--- config.mk ---
export PLATFORM = sky130hd
export DESIGN_NAME = pageWalkMmu
export DESIGN_NICKNAME = d
export VERILOG_FILES = /design/src/rtl/pageWalkPkg.sv /design/src/rtl/pageWalkCtrl.sv /design/src/rtl/pageWalkPath.sv /design/src/rtl/pageWalkMmu.sv
export SDC_FILE = /design/constraint.sdc
export NUM_CORES = 1
export LEC_CHECK = 0
export CAP_MARGIN = 10
export CELL_PAD_IN_SITES_DETAIL_PLACEMENT = 1
export CELL_PAD_IN_SITES_GLOBAL_PLACEMENT = 2
export CORE_UTILIZATION = 29
export CTS_CLUSTER_DIAMETER = 80
export DETAILED_ROUTE_END_ITERATION = 6
export PLACE_DENSITY = 0.95
export SYNTH_ARGS = -nofsm -noshare
export SYNTH_HDL_FRONTEND = slang
export SYNTH_SLANG_ARGS = --single-unit
export TNS_END_PERCENT = 10
--- constraint.sdc ---
create_clock -name clk -period 4.51 [get_ports clk]
set_input_delay 0.6765 -clock clk [delete_from_list [all_inputs] [get_ports clk]]
set_output_delay 0.6765 -clock clk [all_outputs]
set_load 0.05 [all_outputs]
--- src/rtl/pageWalkPkg.sv ---
package pageWalkPkg;
  localparam int DEF_VA_W  = 24;
  localparam int DEF_PA_W  = 32;
  localparam int DEF_OFF_W = 13;

  localparam int BIT_VALID = 0;
  localparam int BIT_WRITE = 1;
  localparam int BIT_REF   = 2;

  typedef enum logic [1:0] {
    FLT_NONE    = 2'd0,
    FLT_BOUNDS  = 2'd1,
    FLT_INVALID = 2'd2,
    FLT_PROTECT = 2'd3
  } fault_e;

  typedef enum logic [1:0] {
    ST_IDLE,
    ST_FETCH,
    ST_WAIT,
    ST_RESP
  } walkState_e;

  typedef enum logic [1:0] {
    KIND_XLAT,
    KIND_BYPASS,
    KIND_BOUNDS
  } reqKind_e;

  typedef struct packed {
    logic takeReq;
    logic takePte;
    logic asBypass;
    logic asBounds;
  } walkStrobe_t;
endpackage

--- src/rtl/pageWalkCtrl.sv ---
module pageWalkCtrl
  import pageWalkPkg::*;
(
  input  logic        clk,
  input  logic        rstN,
  input  logic        reqValid,
  input  logic        pagingOn,
  input  logic        pageInRange,
  input  logic        memRespValid,
  output logic        reqReady,
  output logic        memReq,
  output logic        rspValid,
  output walkStrobe_t strobe
);
  walkState_e state, stateNext;

  always_ff @(posedge clk or negedge rstN) begin
    if (!rstN) state <= ST_IDLE;
    else       state <= stateNext;
  end

  always_comb begin
    stateNext = state;
    strobe    = '0;
    reqReady  = 1'b0;
    memReq    = 1'b0;
    rspValid  = 1'b0;
    unique case (state)
      ST_IDLE: begin
        reqReady = 1'b1;
        if (reqValid) begin
          strobe.takeReq = 1'b1;
          if (!pagingOn) begin
            strobe.asBypass = 1'b1;
            stateNext       = ST_RESP;
          end else if (!pageInRange) begin
            strobe.asBounds = 1'b1;
            stateNext       = ST_RESP;
          end else begin
            stateNext = ST_FETCH;
          end
        end
      end
      ST_FETCH: begin
        memReq    = 1'b1;
        stateNext = ST_WAIT;
      end
      ST_WAIT: begin
        if (memRespValid) begin
          strobe.takePte = 1'b1;
          stateNext      = ST_RESP;
        end
      end
      ST_RESP: begin
        rspValid  = 1'b1;
        stateNext = ST_IDLE;
      end
      default: stateNext = ST_IDLE;
    endcase
  end
endmodule

--- src/rtl/pageWalkPath.sv ---
module pageWalkPath
  import pageWalkPkg::*;
#(
  parameter int VA_W  = DEF_VA_W,
  parameter int PA_W  = DEF_PA_W,
  parameter int OFF_W = DEF_OFF_W
) (
  input  logic              clk,
  input  logic              rstN,
  input  walkStrobe_t       strobe,
  input  logic [VA_W-1:0]   reqVaddr,
  input  logic              reqWrite,
  input  logic [PA_W-1:0]   tableBase,
  input  logic [VA_W-OFF_W:0] tableLen,
  input  logic [PA_W-1:0]   memRespData,
  output logic              pageInRange,
  output logic [PA_W-1:0]   memAddr,
  output logic [PA_W-1:0]   rspPaddr,
  output logic [1:0]        rspFault
);
  localparam int PAGE_W  = VA_W - OFF_W;
  localparam int FRAME_W = PA_W - OFF_W;
  localparam int PAD_W   = PA_W - VA_W;

  logic [VA_W-1:0]    vaddrQ;
  logic               writeQ;
  logic [PA_W-1:0]    entryAddrQ;
  logic [FRAME_W-1:0] frameQ;
  logic               validQ;
  logic               writableQ;
  reqKind_e           kindQ;
  logic [PAGE_W-1:0]  reqPage;
  logic [PA_W-1:0]    bypassAddr;
  logic               unusedPteBits;

  assign reqPage       = reqVaddr[VA_W-1:OFF_W];
  assign pageInRange   = {1'b0, reqPage} < tableLen;
  assign unusedPteBits = ^memRespData[OFF_W-1:BIT_REF];

  always_ff @(posedge clk or negedge rstN) begin
    if (!rstN) begin
      vaddrQ     <= '0;
      writeQ     <= 1'b0;
      entryAddrQ <= '0;
      kindQ      <= KIND_BOUNDS;
    end else if (strobe.takeReq) begin
      vaddrQ     <= reqVaddr;
      writeQ     <= reqWrite;
      entryAddrQ <= tableBase + (PA_W'(reqPage) << 2);
      kindQ      <= strobe.asBypass ? KIND_BYPASS :
                    strobe.asBounds ? KIND_BOUNDS : KIND_XLAT;
    end
  end

  always_ff @(posedge clk or negedge rstN) begin
    if (!rstN) begin
      frameQ    <= '0;
      validQ    <= 1'b0;
      writableQ <= 1'b0;
    end else if (strobe.takePte) begin
      frameQ    <= memRespData[PA_W-1:OFF_W];
      validQ    <= memRespData[BIT_VALID];
      writableQ <= memRespData[BIT_WRITE];
    end
  end

  generate
    if (PAD_W > 0) begin : g_pad
      assign bypassAddr = {{PAD_W{1'b0}}, vaddrQ};
    end else begin : g_trunc
      assign bypassAddr = vaddrQ[PA_W-1:0];
    end
  endgenerate

  assign memAddr = entryAddrQ;

  always_comb begin
    rspPaddr = '0;
    rspFault = FLT_NONE;
    unique case (kindQ)
      KIND_BYPASS: rspPaddr = bypassAddr;
      KIND_BOUNDS: rspFault = FLT_BOUNDS;
      default: begin
        if (!validQ)                   rspFault = FLT_INVALID;
        else if (writeQ && !writableQ) rspFault = FLT_PROTECT;
        else rspPaddr = {frameQ, vaddrQ[OFF_W-1:0]};
      end
    endcase
  end
endmodule

--- src/rtl/pageWalkMmu.sv ---
module pageWalkMmu
  import pageWalkPkg::*;
#(
  parameter int VA_W  = DEF_VA_W,
  parameter int PA_W  = DEF_PA_W,
  parameter int OFF_W = DEF_OFF_W
) (
  input  logic                clk,
  input  logic                rstN,
  input  logic                pagingOn,
  input  logic [PA_W-1:0]     tableBase,
  input  logic [VA_W-OFF_W:0] tableLen,
  input  logic                reqValid,
  output logic                reqReady,
  input  logic [VA_W-1:0]     reqVaddr,
  input  logic                reqWrite,
  output logic                memReq,
  output logic [PA_W-1:0]     memAddr,
  input  logic                memRespValid,
  input  logic [PA_W-1:0]     memRespData,
  output logic                rspValid,
  output logic [PA_W-1:0]     rspPaddr,
  output logic [1:0]          rspFault
);
  walkStrobe_t strobe;
  logic        pageInRange;

  pageWalkCtrl u_ctrl (
    .clk         (clk),
    .rstN        (rstN),
    .reqValid    (reqValid),
    .pagingOn    (pagingOn),
    .pageInRange (pageInRange),
    .memRespValid(memRespValid),
    .reqReady    (reqReady),
    .memReq      (memReq),
    .rspValid    (rspValid),
    .strobe      (strobe)
  );

  pageWalkPath #(.VA_W(VA_W), .PA_W(PA_W), .OFF_W(OFF_W)) u_path (
    .clk        (clk),
    .rstN       (rstN),
    .strobe     (strobe),
    .reqVaddr   (reqVaddr),
    .reqWrite   (reqWrite),
    .tableBase  (tableBase),
    .tableLen   (tableLen),
    .memRespData(memRespData),
    .pageInRange(pageInRange),
    .memAddr    (memAddr),
    .rspPaddr   (rspPaddr),
    .rspFault   (rspFault)
  );
endmodule

==> flow_summary.json <==
{
  "status": "finished, final reports clean",
  "fin_cells": 772,
  "routed_wl_mm": 12.95,
  "port-buffer-count": 163,
  "syn_to_final_growth_pct": 47.31,
  "hold_buffers": 0,
  "cts_tree": "done",
  "maxCapViolCount": 0,
  "via_per_inst": 4.848,
  "post-dp-hpwl_mm": 9.646,
  "cts_resized": 0,
  "grt_max_degree": 92,
  "synth_ff_type": "dfrtp_1",
  "ant_nets": 0,
  "utilization": 0.4363,
  "async_flop_share": 1.000,
  "period_share": 0.7190,
  "core_area_um2": 15150,
  "setup_viol": 0,
  "grt_remaining_overflow": 0,
  "whs_ps": 485.2,
  "rows": 45,
  "worstMarginPinSlew_ps": 1080,
  "critPathMaxFanout": 19,
  "post-route-min-period_ps": 3243,
  "mostFrequentLayoutCell": "clkdlybuf4s50_1",
  "grt_setup_unrepaired": "false",
  "synth.net_count": 552,
  "crit_arrival_ps": 2570,
  "worstPathRequired_ps": 3830,
  "final_max_slew_viol_count": 0,
  "max_freq_ghz": 0.3084,
  "synth_area_per_cell_um2": 10.73,
  "post-cts-setup-buffers": 0,
  "drtIter0Drc": 135,
  "yosysWarnings": 0,
  "clockRootBuffer": "clkbuf_16",
  "synth_edf_count": 0,
  "n_antenna_cell": 0,
  "layout-drive-gt1-share": 0.1336,
  "gp_congestion": 0.7678,
  "wl_per_cell_um": 16.77,
  "grt_pass1_wl_mm": 21.28,
  "hold_class": "reg -> reg",
  "max_slew_margin": 0.2802,
  "vdd_drop_max_uv": 288.6,
  "synth_cell_types": 45,
  "worstSetupStartpointType": "register",
  "grt_use_total": 0.1704,
  "power.density_nw_per_um2": 738.7,
  "dpl-instance-area_um2": 6319,
  "synth_cells": 418,
  "post-place-cells": 756,
  "path_class": "reg -> out",
  "finalSetupTns_ps": 0,
  "mostFrequentLayoutCells": "clkdlybuf4s50_1 (162), dfrtp_1 (81), mux2_2 (49)",
  "synth_seq_area_share": 0.4577,
  "fillers": 1685,
  "antenna_found_initial": 0,
  "final-hold-violation-count": 0,
  "grt_pass1_vias": 4199,
  "io_pins": 175,
  "synth_area_um2": 4486,
  "clk_path_buf_depth": 2,
  "cts_sinks": 82,
  "final_area_um2": 6608,
  "skew_ps": 10.67,
  "dr.pass1.iters": 4,
  "clk_latency_ps": 340,
  "dieArea_um2": 15970,
  "crit_path_end_kind": "output port",
  "vias": 3743,
  "start_util": 0.2962,
  "leakage_nw": 2.802,
  "num-nets-final": 713,
  "drc": 0,
  "clk_pin_slew_worst_paths_ps": 60,
  "die_h_um": 126.4,
  "h-tree-depth": 3,
  "numCtsBuffers": 9,
  "die_w_um": 126.4,
  "ys_ff_latch": 82
}
==> metrics by stage <==
stage	total power [mW]	setup slack, ps
2_1_floorplan	3.209	1881
3_3_place_gp	4.113	1245
3_5_place_dp	4.206	1143
4_1_cts	4.953	1241
5_1_grt	5.161	1166
6_report	4.881	1267
==> worst max-delay path, cell delays in order, from the launching register on <==
cell and delay, ps:
dfrtp_1 370, inv_1 50, ha_1 350, and3_1 210, buf_4 240, a22o_1 190
clkdlybuf4s50_1 810
==> state kept, by name (all words and copies together) (netlist names) <==
name and flops:
u_path.frameQ 19, u_path.memAddr 32, u_path.writeQ 1, u_path.vaddrQ 24, u_path.kindQ 2, u_path.writableQ 1, u_path.validQ 1, u_ctrl.state 2
==> report_power, final <==
part	total [mW]	internal [mW]	switching [mW]
Sequential	1.30	1.10	0.195
Combinational	2.87	1.08	1.79
Clock	0.716	0.405	0.311
Total	4.88	2.59	2.29
==> metal layers <==
metal / vias to the layer above / track usage / share of wire
met4: 0 / 0.06024 / 0.015
li1: 1783 / - / -
met2: 112 / 0.2912 / 0.48
met5: - / 0 / 0
met1: 1833 / 0.2091 / 0.45
met3: 15 / 0.04175 / 0.057
==> worst paths after layout <==
| path | from | end | slack [ps] | cells after the start |
|---|---|---|---|---|
| setup reg to reg | u_ctrl.state[0] | u_ctrl.state[1] | 2280 | 7 |
| hold reg to reg | u_path.memAddr[3] | u_path.memAddr[3] | 490 | 2 |
| setup / recovery | u_path.kindQ[0] | rspPaddr[16] | 1270 | 6 |
| min in group asynchronous | rstN | u_path.vaddrQ[3] | 540 | 1 |
| max in group asynchronous | rstN | u_ctrl.state[1] | 3280 | 1 |
| hold / removal | u_path.memAddr[3] | u_path.memAddr[3] | 490 | 2 |
==> cells by family after synthesis <==
kind of cell               Yosys count  share of synthesized area
AOI/OAI and AO/OA                   92                     0.1370
xor gates and xnor gates            28                    0.05467
adders and majority gates           28                    0.07978
buffers and inverters               38                    0.03208
DFF                                 82                     0.4577
muxes                               49                     0.1230
and+or+nand+nor                    101                     0.1158
==> cells in the mapped netlist, types with 2 or more instances <==
library cell  count  area (um^2)
and2_1            9        56.30
o2111ai_1         2        17.52
and4_1            2        17.52
nor2_1            6        22.52
nand2b_1          4        25.02
mux2_2           49        551.8
nand4_1           2        12.51
inv_1            22        82.58
a21o_1            6        45.04
ha_1             27        337.8
a21oi_1          13        65.06
xor2_1           15        131.4
o21ai_0          31        155.2
a21boi_0          2        15.01
o21ai_1          10        50.05
and3_1            6        37.54
o211ai_1          3        22.52
a211oi_1          2        15.01
a22o_1           11        96.34
nor2b_1          17        106.4
clkbuf_1         15        56.30
nand2_1          42        157.7
nand3_1           4        20.02
xnor2_1          13        113.9
dfrtp_1          81         2027
nor3_1            5        25.02
==> layout make-up <==
class,count,area (um^2),share of cell area
Sequential cell,82,2053,0.3107
Timing Repair Buffer,166,1652,0.2500
Clock inverter,5,36.28,0.005491
Tap cell,188,235.2,0.03560
Multi-Input combinational cell,298,2296,0.3475
Inverter,22,82.58,0.01250
Clock buffer,11,252.7,0.03825
Note: power is estimated with default switching activity, not from simulation.
